$ cat src/rtl/pic_prog_pkg.sv
package pic_prog_pkg;

  // Sequencer state for the initialization words.
  typedef enum logic [1:0] {
    ST_NORMAL = 2'd0,
    ST_BASE   = 2'd1,
    ST_CASC   = 2'd2,
    ST_MODE   = 2'd3
  } init_st_e;

  // Operation command codes carried in the top three data bits.
  typedef enum logic [2:0] {
    OC_ROT_OFF    = 3'd0,
    OC_EOI_NS     = 3'd1,
    OC_NOP        = 3'd2,
    OC_EOI_SP     = 3'd3,
    OC_ROT_ON     = 3'd4,
    OC_EOI_ROT    = 3'd5,
    OC_SET_PRI    = 3'd6,
    OC_EOI_SP_ROT = 3'd7
  } ocw_cmd_e;

  // Bit positions inside a written byte.
  localparam int B_INIT    = 4;  // address 0: start of initialization
  localparam int B_FOURTH  = 0;  // init start: fourth word follows
  localparam int B_MODECMD = 3;  // address 0: mode command
  localparam int B_POLL    = 2;
  localparam int B_RSEL_EN = 1;
  localparam int B_RSEL    = 0;
  localparam int B_SMM_EN  = 6;
  localparam int B_SMM     = 5;
  localparam int B_FNM     = 4;  // fourth word
  localparam int B_AEOI    = 1;  // fourth word

endpackage

$ cat src/rtl/pic_prio_find.sv
// Rotating priority search: the line at ofs ranks highest, then ofs+1, ...
// LINES must be a power of two so that the line index wraps naturally.
module pic_prio_find #(
  parameter int LINES = 8
) (
  input  logic [LINES-1:0]         vec,
  input  logic [$clog2(LINES)-1:0] ofs,
  output logic                     hit,
  output logic [$clog2(LINES)-1:0] line
);
  localparam int LW = $clog2(LINES);

  logic [LINES-1:0] rot;
  logic [LW-1:0]    rank;

  always_comb begin
    for (int p = 0; p < LINES; p++) begin
      logic [LW-1:0] idx;
      idx    = LW'(p) + ofs;
      rot[p] = vec[idx];
    end
  end

  always_comb begin
    rank = '0;
    for (int p = LINES - 1; p >= 0; p--) begin
      if (rot[p]) rank = LW'(p);
    end
  end

  assign hit  = |vec;
  assign line = rank + ofs;

endmodule

$ cat src/rtl/pic_init_seq.sv
// Initialization word sequencer; also owns the mask and mode flags.
module pic_init_seq
  import pic_prog_pkg::*;
#(
  parameter int DW    = 8,
  parameter int LINES = 8
) (
  input  logic                        clk,
  input  logic                        rst,
  input  logic                        wr_init,
  input  logic                        wr_hi,
  input  logic [DW-1:0]               wdata,
  output init_st_e                    state_q,
  output logic [LINES-1:0]            mask_q,
  output logic [DW-$clog2(LINES)-1:0] base_q,
  output logic                        fnm_q,
  output logic                        aeoi_q
);
  localparam int LW = $clog2(LINES);

  logic four_q;

  always_ff @(posedge clk) begin
    if (rst) begin
      state_q <= ST_NORMAL;
      mask_q  <= '0;
      base_q  <= '0;
      fnm_q   <= 1'b0;
      aeoi_q  <= 1'b0;
      four_q  <= 1'b0;
    end else if (wr_init) begin
      four_q  <= wdata[B_FOURTH];
      mask_q  <= '0;
      state_q <= ST_BASE;
      if (!wdata[B_FOURTH]) begin
        fnm_q  <= 1'b0;
        aeoi_q <= 1'b0;
      end
    end else if (wr_hi) begin
      unique case (state_q)
        ST_NORMAL: mask_q <= wdata[LINES-1:0];
        ST_BASE: begin
          base_q  <= wdata[DW-1:LW];
          state_q <= ST_CASC;
        end
        ST_CASC: state_q <= four_q ? ST_MODE : ST_NORMAL;
        ST_MODE: begin
          fnm_q   <= wdata[B_FNM];
          aeoi_q  <= wdata[B_AEOI];
          state_q <= ST_NORMAL;
        end
        default: state_q <= ST_NORMAL;
      endcase
    end
  end

endmodule

$ cat src/rtl/pic_ocw_dec.sv
// Operation/mode command decoder: offset, modes, poll arm, EOI strobes.
module pic_ocw_dec
  import pic_prog_pkg::*;
#(
  parameter int DW    = 8,
  parameter int LINES = 8
) (
  input  logic                     clk,
  input  logic                     rst,
  input  logic                     wr_init,
  input  logic                     wr_cmd,
  input  logic [DW-1:0]            wdata,
  input  logic [LINES-1:0]         insvc,
  input  logic                     poll_taken,
  output logic [$clog2(LINES)-1:0] ofs_q,
  output logic                     smm_q,
  output logic                     rsel_q,
  output logic                     poll_q,
  output logic                     rot_q,
  output logic [LINES-1:0]         clr_q
);
  localparam int LW = $clog2(LINES);

  ocw_cmd_e      cmd;
  logic          ns_hit;
  logic [LW-1:0] ns_line;
  logic [LW-1:0] arg_line;
  logic          unused_bits;

  assign cmd         = ocw_cmd_e'(wdata[DW-1 -: 3]);
  assign arg_line    = wdata[LW-1:0];
  assign unused_bits = wdata[B_INIT];

  pic_prio_find #(.LINES(LINES)) u_ns (
    .vec  (insvc),
    .ofs  (ofs_q),
    .hit  (ns_hit),
    .line (ns_line)
  );

  always_ff @(posedge clk) begin
    if (rst) begin
      ofs_q  <= '0;
      smm_q  <= 1'b0;
      rsel_q <= 1'b0;
      poll_q <= 1'b0;
      rot_q  <= 1'b0;
      clr_q  <= '0;
    end else begin
      clr_q <= '0;
      if (poll_taken) poll_q <= 1'b0;
      if (wr_init) begin
        ofs_q  <= '0;
        smm_q  <= 1'b0;
        rsel_q <= 1'b0;
      end else if (wr_cmd) begin
        if (wdata[B_MODECMD]) begin
          if (wdata[B_POLL])    poll_q <= 1'b1;
          if (wdata[B_RSEL_EN]) rsel_q <= wdata[B_RSEL];
          if (wdata[B_SMM_EN])  smm_q  <= wdata[B_SMM];
        end else begin
          unique case (cmd)
            OC_ROT_OFF: rot_q <= 1'b0;
            OC_ROT_ON:  rot_q <= 1'b1;
            OC_EOI_NS: begin
              if (ns_hit) clr_q <= LINES'(1) << ns_line;
            end
            OC_EOI_ROT: begin
              if (ns_hit) begin
                clr_q <= LINES'(1) << ns_line;
                ofs_q <= ns_line + LW'(1);
              end
            end
            OC_EOI_SP: clr_q <= LINES'(1) << arg_line;
            OC_SET_PRI: ofs_q <= arg_line + LW'(1);
            OC_EOI_SP_ROT: begin
              clr_q <= LINES'(1) << arg_line;
              ofs_q <= arg_line + LW'(1);
            end
            default: ;
          endcase
        end
      end
    end
  end

endmodule

$ cat src/rtl/pic_read_port.sv
// Registered read path: register reads and poll-acknowledge reads.
module pic_read_port #(
  parameter int DW    = 8,
  parameter int LINES = 8
) (
  input  logic                     clk,
  input  logic                     rst,
  input  logic                     rd_stb,
  input  logic                     addr,
  input  logic                     poll_q,
  input  logic                     rsel_q,
  input  logic [LINES-1:0]         insvc,
  input  logic [LINES-1:0]         req,
  input  logic [LINES-1:0]         mask_q,
  input  logic                     res_valid,
  input  logic [$clog2(LINES)-1:0] res_line,
  output logic                     poll_taken,
  output logic [DW-1:0]            rd_data,
  output logic                     rd_valid,
  output logic [LINES-1:0]         irr_clr_q,
  output logic [LINES-1:0]         isr_clr_q
);
  localparam logic [DW-1:0] NONE_CODE = DW'(7);

  assign poll_taken = rd_stb & poll_q;

  always_ff @(posedge clk) begin
    if (rst) begin
      rd_data   <= '0;
      rd_valid  <= 1'b0;
      irr_clr_q <= '0;
      isr_clr_q <= '0;
    end else begin
      rd_valid  <= rd_stb;
      irr_clr_q <= '0;
      isr_clr_q <= '0;
      if (rd_stb) begin
        if (poll_q) begin
          if (res_valid) begin
            rd_data   <= DW'(res_line);
            irr_clr_q <= LINES'(1) << res_line;
            isr_clr_q <= LINES'(1) << res_line;
          end else begin
            rd_data <= NONE_CODE;
          end
        end else if (addr) begin
          rd_data <= DW'(mask_q);
        end else begin
          rd_data <= rsel_q ? DW'(insvc) : DW'(req);
        end
      end
    end
  end

endmodule

$ cat src/rtl/pic_prog_if.sv
module pic_prog_if
  import pic_prog_pkg::*;
#(
  parameter int DW    = 8,
  parameter int LINES = 8
) (
  input  logic                        clk,
  input  logic                        rst,
  input  logic                        wr_stb,
  input  logic                        rd_stb,
  input  logic                        addr,
  input  logic [DW-1:0]               wdata,
  input  logic [LINES-1:0]            req_vec,
  input  logic [LINES-1:0]            insvc_vec,
  input  logic                        res_valid,
  input  logic [$clog2(LINES)-1:0]    res_line,
  output logic [DW-1:0]               rd_data,
  output logic                        rd_valid,
  output logic [LINES-1:0]            mask_q,
  output logic [DW-$clog2(LINES)-1:0] vec_base,
  output logic                        fully_nested,
  output logic                        auto_eoi,
  output logic                        rot_auto_eoi,
  output logic                        special_mask,
  output logic [$clog2(LINES)-1:0]    prio_ofs,
  output logic                        init_busy,
  output logic [LINES-1:0]            isr_clr,
  output logic [LINES-1:0]            irr_clr
);
  init_st_e         state_q;
  logic             wr_init, wr_cmd, wr_hi;
  logic             rsel_q, poll_q, poll_taken;
  logic [LINES-1:0] cmd_clr, poll_isr_clr;

  assign wr_init = wr_stb & ~addr &  wdata[B_INIT];
  assign wr_cmd  = wr_stb & ~addr & ~wdata[B_INIT];
  assign wr_hi   = wr_stb &  addr;

  pic_init_seq #(.DW(DW), .LINES(LINES)) u_init (
    .clk     (clk),
    .rst     (rst),
    .wr_init (wr_init),
    .wr_hi   (wr_hi),
    .wdata   (wdata),
    .state_q (state_q),
    .mask_q  (mask_q),
    .base_q  (vec_base),
    .fnm_q   (fully_nested),
    .aeoi_q  (auto_eoi)
  );

  pic_ocw_dec #(.DW(DW), .LINES(LINES)) u_ocw (
    .clk        (clk),
    .rst        (rst),
    .wr_init    (wr_init),
    .wr_cmd     (wr_cmd),
    .wdata      (wdata),
    .insvc      (insvc_vec),
    .poll_taken (poll_taken),
    .ofs_q      (prio_ofs),
    .smm_q      (special_mask),
    .rsel_q     (rsel_q),
    .poll_q     (poll_q),
    .rot_q      (rot_auto_eoi),
    .clr_q      (cmd_clr)
  );

  pic_read_port #(.DW(DW), .LINES(LINES)) u_rd (
    .clk        (clk),
    .rst        (rst),
    .rd_stb     (rd_stb),
    .addr       (addr),
    .poll_q     (poll_q),
    .rsel_q     (rsel_q),
    .insvc      (insvc_vec),
    .req        (req_vec),
    .mask_q     (mask_q),
    .res_valid  (res_valid),
    .res_line   (res_line),
    .poll_taken (poll_taken),
    .rd_data    (rd_data),
    .rd_valid   (rd_valid),
    .irr_clr_q  (irr_clr),
    .isr_clr_q  (poll_isr_clr)
  );

  assign isr_clr   = cmd_clr | poll_isr_clr;
  assign init_busy = (state_q != ST_NORMAL);

endmodule

$ cat config.mk
export PLATFORM = sky130hd
export DESIGN_NAME = pic_prog_if
export DESIGN_NICKNAME = d
export VERILOG_FILES = /design/src/rtl/pic_prog_pkg.sv /design/src/rtl/pic_prio_find.sv /design/src/rtl/pic_init_seq.sv /design/src/rtl/pic_ocw_dec.sv /design/src/rtl/pic_read_port.sv /design/src/rtl/pic_prog_if.sv
export SDC_FILE = /design/constraint.sdc
export NUM_CORES = 1
export LEC_CHECK = 0
export ABC_AREA = 1
export BUFFER_PORTS_ARGS = -buffer_cell sky130_fd_sc_hd__clkbuf_2
export CELL_PAD_IN_SITES_DETAIL_PLACEMENT = 0
export CELL_PAD_IN_SITES_GLOBAL_PLACEMENT = 1
export CORE_MARGIN = 3
export CORE_UTILIZATION = 40
export CTS_BUF_LIST = sky130_fd_sc_hd__clkbuf_4
export DETAILED_ROUTE_END_ITERATION = 8
export PLACE_DENSITY = 0.82
export SLEW_MARGIN = 20
export SYNTH_ARGS = -nofsm -noshare
export SYNTH_HDL_FRONTEND = slang
export SYNTH_HIERARCHICAL = 1
export SYNTH_SLANG_ARGS = --single-unit
export TNS_END_PERCENT = 50
$ cat constraint.sdc
create_clock -name clk -period 7 [get_ports clk]
set_input_delay 0.35 -clock clk [delete_from_list [all_inputs] [get_ports clk]]
set_output_delay 0.35 -clock clk [all_outputs]
set_load 0.005 [all_outputs]
==> flow_metrics.tcl, run 1 <==
set metrics [dict create \
    antenna_found_initial 0 \
    r2r-start "u_ocw/ofs_q[1]" \
    clk_pin_slew_ps 160 \
    synth-seq-cells 50 \
    synth_cells 463 \
    max_freq_ghz 0.2742 \
    timing.hold.ws_ps 191.6 \
    hold_viol_final 0 \
    fp.dieH_um 94.43 \
    dieArea_um2 8917 \
    synth_cell_types 36 \
    cp-end-kind "flop" \
    critical_path_buf_inv_count 5 \
    grt.total_usage 0.1787 \
    worstReg2RegEnd "u_ocw/clr_q[4]" \
    fp.dieW_um 94.43 \
    cts_num_sinks 50 \
    path_class "reg2reg" \
    holdBufCountCts 0 \
    core_area_um2 7408 \
    row_count 31 \
    vias 3024 \
    vdd_drop_max_uv 81.43 \
    start_util 0.4222 \
    cpMostUsedCell "nand2_1" \
    critical-path-max-stage-delay_ps 550 \
    grt.overflow.total 0 \
    wl_um 8027 \
    syn_avg_cell_area_um2 6.756 \
    startpoint "u_ocw/ofs_q[1]" \
    dr.pass1.iters 5 \
    max_cap_violations 0 \
    fin_area_um2 3571 \
    seq_area_frac_synth 0.3200 \
    power_uw 573.7 \
    drive_gt1_frac 0.2575 \
    drc 0 \
    rsz0062_at_grt "no" \
    nets 575 \
    gp_congestion 0.8497 \
    critPathSlowestCell "dfxtp_1" \
    final_cell_mix "130 x nand2_1, 78 x clkbuf_2, 50 x dfxtp_1" \
    setup_ws_ps 3353 \
    place_ws_ps 3382 \
    outcome "finished clean" \
    start_kind "flop" \
    dpl.hpwl_um 6412 \
    io_pins 79 \
    worstPathRequired_ps 7300 \
    grt_pass1_wl_um 12800 \
    crit_family "simple AND/OR/NAND/NOR gates" \
    syn_area_um2 3128 \
    cts_buffer_depth 2 \
    root_buffer "clkbuf_4" \
    worst_pin_slew_ps 755.4 \
    syn_nets 507 \
    io_buffers 78 \
    hold_class "in2reg" \
    clock_latency_ps 370 \
    drt-initial-drc-count 126 \
    setup_viol 0 \
    p_per_area_nw_per_um2 160.7 \
    cp.arrival_ps 3950 \
    r2r.worst_path.cells 23 \
    synth_top_area_frac 0.3200 \
    wl_per_cell_um 12.72 \
    syn2layout_area_growth_pct 14.16 \
    grt_max_degree 18 \
    finalSetupTns_ps 0 \
    ys_warn_count 6 \
    min_period_ps 3647 \
    tritoncts "done" \
    relSlewSlack 0.4945 \
    post_cts_buffers 0 \
    h-tree-depth 2 \
    period_share 0.5210 \
    p_leak_nw 1.816 \
    final_core_utilization 0.4820 \
    synth.area.top_cells "dfxtp_1 32%, nand2_1 16%, nand3_1 7.7%, inv_1 5.9%, a21oi_1 4.8%" \
    layout_commonest_cell "nand2_1" \
    dp_cells 623 \
    antennaDiodeCount 0 \
    crit_end "u_ocw/clr_q[4]" \
    crit_fanout 9 \
    path_depth 23 \
    vias_per_cell 4.792 \
    reg2reg_slack_ps 3350 \
    fillers 806 \
    place_area_um2 3490 \
    layoutNonFillerInstCount 631 \
    yosysTopAreaCell "dfxtp_1" \
    slew_violations 0 \
    cts_resized 0 \
    grt_pass1_vias 2728 \
    fin_worst_skew_ps 16.69 \
    drtAntennaViolNets 0 \
    cp_cell_sequence "inv_1, ha_1, inv_1, nand3_1, nand3_1, nand2_1, nand2_1, nand2_1, nand2_1, nand2_1, nand2_1, a21oi_1, ha_1, inv_1, fa_1, xor2_1, nand3b_1, nand2_1, inv_1, inv_1, nor3_2, nand2_1, a21oi_1" \
    cts_buffers 5 \
]
==> cell families after synthesis <==
family | after synthesis | synth area share
XOR/XNOR | 3 | 0.01080
flip-flops | 50 | 0.3200
AO/OA/AOI/OAI | 63 | 0.1232
adder cells (fa/ha/maj) | 11 | 0.04640
buffers and inverters | 76 | 0.1224
AND/OR/NAND/NOR | 260 | 0.3772
==> routing by layer <==
metal,global-route usage,up-vias,part of all wire
li1,-,1598,-
met1,0.2335,1336,0.46
met2,0.2967,79,0.47
met3,0.03108,11,0.051
met4,0.06137,0,0.017
met5,0,-,0
==> power breakdown <==
part | switching, mW | leakage [nW] | total [mW] | internal, mW
clock | 0.0969 | 0.0456 | 0.173 | 0.0760
sequential | 0.00686 | 0.406 | 0.299 | 0.292
combinational | 0.0657 | 1.36 | 0.102 | 0.0364
total | 0.169 | 1.82 | 0.574 | 0.404
==> worst min path at each step <==
stage                          startpoint  slack, ps           endpoint  cells after the start
after CTS                     res_line[1]        180  u_rd/isr_clr_q[1]                      2
after global placement    u_rd/rd_data[2]        450    u_rd/rd_data[2]                      2
after detailed placement    u_init/four_q        450      u_init/four_q                      2
after floorplan                       rst        410  u_init/state_q[0]                      1
final                         res_line[1]        190  u_rd/isr_clr_q[1]                      2
after global routing          res_line[0]        170  u_rd/isr_clr_q[2]                      2
==> Yosys cell counts <==
cell and n:
o21ai_0 9, nand2_2 11, inv_2 7, nor3_2 2, nor2_2 3, nand3b_1 2
o21bai_1 1, nor2_4 2, buf_2 1, buf_4 11, inv_1 49, clkinv_2 1
nor2_1 37, nand3_2 5, nor4_1 2, inv_4 1, ha_1 10, buf_12 1
or2_4 1, nor3_1 8, fa_1 1, nand2_1 130, o31ai_1 1, or2_1 9
xor2_1 1, dfxtp_1 50, xnor2_2 1, o21ai_2 5, buf_6 4, xnor2_1 1
o21ai_1 4, nand3_1 48, a21oi_1 30, a21oi_2 11, inv_6 1, o21a_1 2
==> worst register-to-register path: cells and delay by family, from the launching register on <==
| kind | cells | cell delay (ps) |
|---|---|---|
| compound gates | 2 | 280 |
| fa+ha+maj | 3 | 940 |
| xor+xnor | 1 | 160 |
| simple gates | 12 | 1120 |
| flops | 1 | 550 |
| buf+inv | 5 | 540 |
==> area by class of cell <==
type / instances / area, µm² / area share
Clock buffer: 5 / 37.54 / 0.01051
Clock inverter: 3 / 43.79 / 0.01226
Inverter: 59 / 230.2 / 0.06447
Multi-Input combinational cell: 337 / 1744 / 0.4884
Sequential cell: 50 / 1001 / 0.2803
Tap cell: 99 / 123.9 / 0.03469
Timing Repair Buffer: 78 / 390.4 / 0.1093
==> registers in the layout (all words and copies together) (netlist names) <==
register	flops
u_init/base_q	5
u_init/aeoi_q	1
u_rd/rd_valid	1
u_ocw/rsel_q	1
u_rd/rd_data	8
u_init/mask_q	8
u_rd/isr_clr_q	8
u_ocw/ofs_q	3
u_init/fnm_q	1
u_ocw/rot_q	1
u_ocw/poll_q	1
u_init/four_q	1
u_ocw/clr_q	8
u_ocw/smm_q	1
u_init/state_q	2
(Power assumes the default switching activity.)
==> run 2, diff against run 1 <==
Settings changed: CORE_UTILIZATION 40 to 35, PLACE_DENSITY 0.82 to 0.76.
Clock period 7 ns to 2.9 ns, I/O delays scaled along.
==> run 2 against run 1 <==
  * The run now ends with negative setup slack left
  * Cell count increased by 3.3%
  * Critical path type unchanged
  * Global-route usage decreased by 0.65 points
  * Sequential power increased by 140%
  * Non-clock buffer count increased by 15
  * Via count increased by 2.1%
  * Sequential cell count unchanged
  * Die area increased by 13%
  * Utilization decreased by 3.3 points
  * Fmax increased by 24%
==> flow_metrics.tcl, run 2 (synthesis gave the netlist of run 1 again) <==
set metrics [dict create \
    outcome "complete, but fails checks" \
    violations "negative setup slack" \
    dp_cells 641 \
    slew_violations 0 \
    fin_area_um2 3802 \
    p_per_area_nw_per_um2 373.8 \
    cp.arrival_ps 3230 \
    row_count 33 \
    cts_buffer_depth 2 \
    drtAntennaViolNets 0 \
    cts_buffers 5 \
    max_cap_violations 0 \
    max_freq_ghz 0.3396 \
    wl_per_cell_um 13.27 \
    timing.hold.ws_ps 45.99 \
    cts_num_sinks 50 \
    p_leak_nw 1.907 \
    grt_pass1_wl_um 13970 \
    h-tree-depth 2 \
    period_share 1.015 \
    root_buffer "clkbuf_4" \
    fin_worst_skew_ps 4.628 \
    antennaDiodeCount 0 \
    clk_pin_slew_ps 150 \
    min_period_ps 2945 \
    tritoncts "done" \
    crit_fanout 5 \
    start_util 0.3695 \
    final_cell_mix "125 x nand2_1, 78 x clkbuf_2, 48 x dfxtp_1" \
    drc 0 \
    grt_max_degree 18 \
    path_class "reg2reg" \
    dr.pass1.iters 6 \
    nets 590 \
    worstPathRequired_ps 3180 \
    vdd_drop_max_uv 168.4 \
    place_area_um2 3630 \
    clock_latency_ps 370 \
    relSlewSlack 0.4779 \
    rsz0062_at_grt "yes" \
    hold_class "in2reg" \
    core_area_um2 8464 \
    fp.dieW_um 100.5 \
    wl_um 8650 \
    hold_viol_final 0 \
    fp.dieH_um 100.5 \
    vias 3086 \
    setup_viol 2 \
    io_buffers 78 \
    layoutNonFillerInstCount 652 \
    vias_per_cell 4.733 \
    worst_pin_slew_ps 780.3 \
    syn2layout_area_growth_pct 21.56 \
    drive_gt1_frac 0.3163 \
    io_pins 79 \
    antenna_found_initial 0 \
    grt_pass1_vias 2893 \
    start_kind "flop" \
    dpl.hpwl_um 6857 \
    drt-initial-drc-count 118 \
    cp-end-kind "flop" \
    grt.overflow.total 0 \
    dieArea_um2 10110 \
    grt.total_usage 0.1722 \
    gp_congestion 0.8727 \
    setup_ws_ps -44.90 \
    layout_commonest_cell "nand2_1" \
]
[run 2: what timing repair did]
item	CTS	global route
hold endpoints to repair	6	0
hold buffers	2	0
gates resized for setup	11	9
setup endpoints to repair	10	10
pin swaps	11	14
buffers inserted	0	1
[run 2: final cells by class]
cell class | count | area (µm²)
fillers | 888 | 4662
multi-input cells | 337 | 1827
flip-flops and latches | 50 | 1006
repair buffers | 93 | 520.5
inverters | 59 | 237.7
well taps | 105 | 131.4
clock inverters | 3 | 42.54
clock buffers | 5 | 37.54
[run 2: final timing paths]
check                                startpoint               to  slack, ps  cells past startpoint
worst max-delay path             u_ocw/ofs_q[0]   u_ocw/ofs_q[2]        -40                     22
worst min-delay path                   wdata[4]     u_init/fnm_q         50                      3
worst max register to register   u_ocw/ofs_q[0]   u_ocw/ofs_q[2]        -40                     22
worst min register to register  u_rd/rd_data[2]  u_rd/rd_data[2]        470                      2
[run 2: stage by stage]
step	total power [mW]	util	setup WS [ps]	setup TNS (ps)
2_1_floorplan	0.8972	-	-2.855	-2.855
3_3_place_gp	0.9965	0.4288	-31.37	-123.2
3_5_place_dp	0.9971	0.4288	-153.0	-1321
4_1_cts	1.434	0.4443	-75.54	-396.6
5_1_grt	1.505	0.4492	-250.0	-1988
6_report	1.421	0.4492	-44.90	-86.46
[run 2: where the power goes]
part           leakage (nW)  total, mW  internal (mW)  switching (mW)
Sequential            0.407      0.719          0.704          0.0148
Clock                0.0432      0.424          0.182           0.242
Combinational          1.46      0.279          0.106           0.173
Total                  1.91       1.42          0.992           0.430
[run 2: routing by layer]
metal / part of all wire / global-route usage / vias up / routed length (µm)
li1: - / - / 1635 / -
met1: 0.46 / 0.2315 / 1370 / 3992
met2: 0.49 / 0.2941 / 79 / 4260
met3: 0.044 / 0.02561 / 2 / 377
met4: 0.0023 / 0.03420 / 0 / 20
met5: 0 / 0 / - / 0
[run 2: critical path, cell delays in order (launching register included)]
cell,delay [ps]
dfxtp_4,420
inv_8,40
ha_4,300
inv_6,50
nand3_2,60
nand2_1,60
nand2_1,70
nand2_2,60
buf_4,130
buf_4,120
nand2_1,60
nor2_1,40
o21bai_1,200
fa_2,480
inv_2,70
nand2_2,50
o21ai_1,80
ha_1,180
inv_1,50
nand3_1,70
nand2_1,80
nor2_1,130
nor2_1,60
==> run 3, diff against run 2 <==
Settings changed: SETUP_SLACK_MARGIN set to 0.4.
==> run 3 against run 2 <==
  * The run still ends with negative setup slack left
  * Sequential share of layout area decreased by 0.29 points
  * Cell count increased by 0.92%
  * Register-to-register slack about the same
  * Critical path type unchanged
==> flow_metrics.tcl, run 3 (synthesis gave the netlist of run 1 again) <==
set metrics [dict create \
    nets 596 \
    relSlewSlack 0.4763 \
    min_period_ps 2952 \
    cts_buffers 5 \
    p_per_area_nw_per_um2 344.1 \
    finalSetupTns_ps -189.1 \
    grt.total_usage 0.1744 \
    max_cap_violations 0 \
    vias_per_cell 4.766 \
    reg2reg_slack_ps -50 \
    antennaDiodeCount 0 \
    clock_latency_ps 360 \
    worstPathRequired_ps 3170 \
    fillers 908 \
    vdd_drop_max_uv 164.9 \
    p_int_uw 906.9 \
    core_area_um2 8464 \
    violations "negative setup slack" \
    worst_pin_slew_ps 782.6 \
    fp.dieW_um 100.5 \
    start_kind "flop" \
    dieArea_um2 10110 \
    seqPwrFrac 0.543 \
    final_core_utilization 0.4548 \
    setup_ws_ps -51.52 \
    fin_worst_skew_ps 8.292 \
    path_class "reg2reg" \
    timing.hold.ws_ps 44.13 \
    gp_congestion 0.8429 \
    setup_viol 7 \
    h-tree-depth 2 \
    max_freq_ghz 0.3388 \
    layout_commonest_cell "nand2_1" \
    crit_fanout 5 \
    cp.arrival_ps 3220 \
    period_share 1.018 \
    p_leak_nw 1.925 \
    grt.overflow.total 0 \
    cts_buffer_depth 2 \
    hold_class "in2reg" \
    io_pins 79 \
    cp-end-kind "flop" \
    dr.pass1.iters 4 \
    wl_per_cell_um 13.33 \
    syn2layout_area_growth_pct 23.08 \
    start_util 0.3695 \
    hold_viol_final 0 \
    fp.dieH_um 100.5 \
    tritoncts "done" \
    slew_violations 0 \
    drc 0 \
    antenna_found_initial 0 \
    dpl.hpwl_um 7032 \
    grt_max_degree 18 \
    row_count 33 \
    power.switching_uw 417.8 \
    place_ws_ps -116.1 \
    switching_share 0.3154 \
    cts_num_sinks 50 \
    p_comb_frac 0.217 \
    grt_pass1_vias 2981 \
    rsz0062_at_grt "yes" \
    wl_um 8770 \
    outcome "complete, but fails checks" \
    final_cell_mix "120 x nand2_1, 78 x clkbuf_2, 47 x dfxtp_1" \
    clk_pin_slew_ps 150 \
    power_frac_clock 0.241 \
    drt-initial-drc-count 126 \
    drive_gt1_frac 0.3363 \
    io_buffers 78 \
    grt_pass1_wl_um 14120 \
    root_buffer "clkbuf_4" \
    drtAntennaViolNets 0 \
    vias 3136 \
]
run 3: cell types whose count changed in the layout (fill, tap and decap cells not counted), sizes merged:
cell and change:
inv -1, buf +6, bufinv -1, clkinv +2
run 3: cell type report:
type                       count  area (µm²)  area share
clock buffer                   5       37.54    0.009750
tap                          105       131.4     0.03412
sequential                    50        1007      0.2616
timing repair buffer          99       565.5      0.1469
multi-input combinational    337        1854      0.4816
inverter                      59       237.7     0.06175
clock inverter                 3       16.27    0.004225
run 3: power groups by stage:
stage / Combinational, mW / Clock, mW / Sequential (mW)
floorplan: 0.167 / 0 / 0.731
global placement: 0.265 / 0 / 0.734
CTS: 0.281 / 0.342 / 0.720
detailed placement: 0.266 / 0 / 0.734
finish: 0.287 / 0.319 / 0.719
global route: 0.324 / 0.361 / 0.721
run 3: through the flow:
| step | std cells | power (mW) | instance area (µm²) |
|---|---|---|---|
| after floorplan | 463 | 0.8975 | 3158 |
| after global placement | 644 | 0.9985 | 3652 |
| after detailed placement | 644 | 1.000 | 3652 |
| after CTS | 657 | 1.343 | 3796 |
| after global routing | 658 | 1.406 | 3850 |
| final | 658 | 1.325 | 3850 |
run 3: path summary, 6_finish.rpt:
check / from / end / depth (start not counted)
worst min register to register: u_rd/rd_data[2] / u_rd/rd_data[2] / 2
worst max-delay path: u_ocw/ofs_q[0] / u_ocw/ofs_q[1] / 18
worst min-delay path: wdata[4] / u_init/fnm_q / 3
worst max register to register: u_ocw/ofs_q[0] / u_ocw/ofs_q[1] / 18
run 3: what timing repair did:
| item | 4_1_cts | 5_1_grt |
|---|---|---|
| hold buffers | 2 | 0 |
| pin swaps | 10 | 10 |
| setup endpoints to repair | 10 | 10 |
| setup buffers | 3 | 1 |
| resized for setup | 14 | 13 |
| hold endpoints to repair | 6 | 0 |
run 3: worst max-delay path: stages, from the launching register on:
cell      delay, ps
dfxtp_4         420
inv_8            40
ha_4            300
nand3_1         120
nand3_2         100
nand2_2          70
buf_4           120
buf_4           120
a21oi_2         140
nor2_1           60
o21bai_1        180
fa_2            480
inv_2            70
nand2_1          40
o21ai_1          90
ha_1            240
nand3b_1        150
nand2_1          70
nor2_1           50
run 3: layer usage:
metal	vias up	wire length, µm	global-route usage
met1	1407	3953	0.2186
met4	0	170	0.04870
li1	1643	-	-
met3	14	370	0.02630
met2	72	4276	0.3099
met5	-	0	0
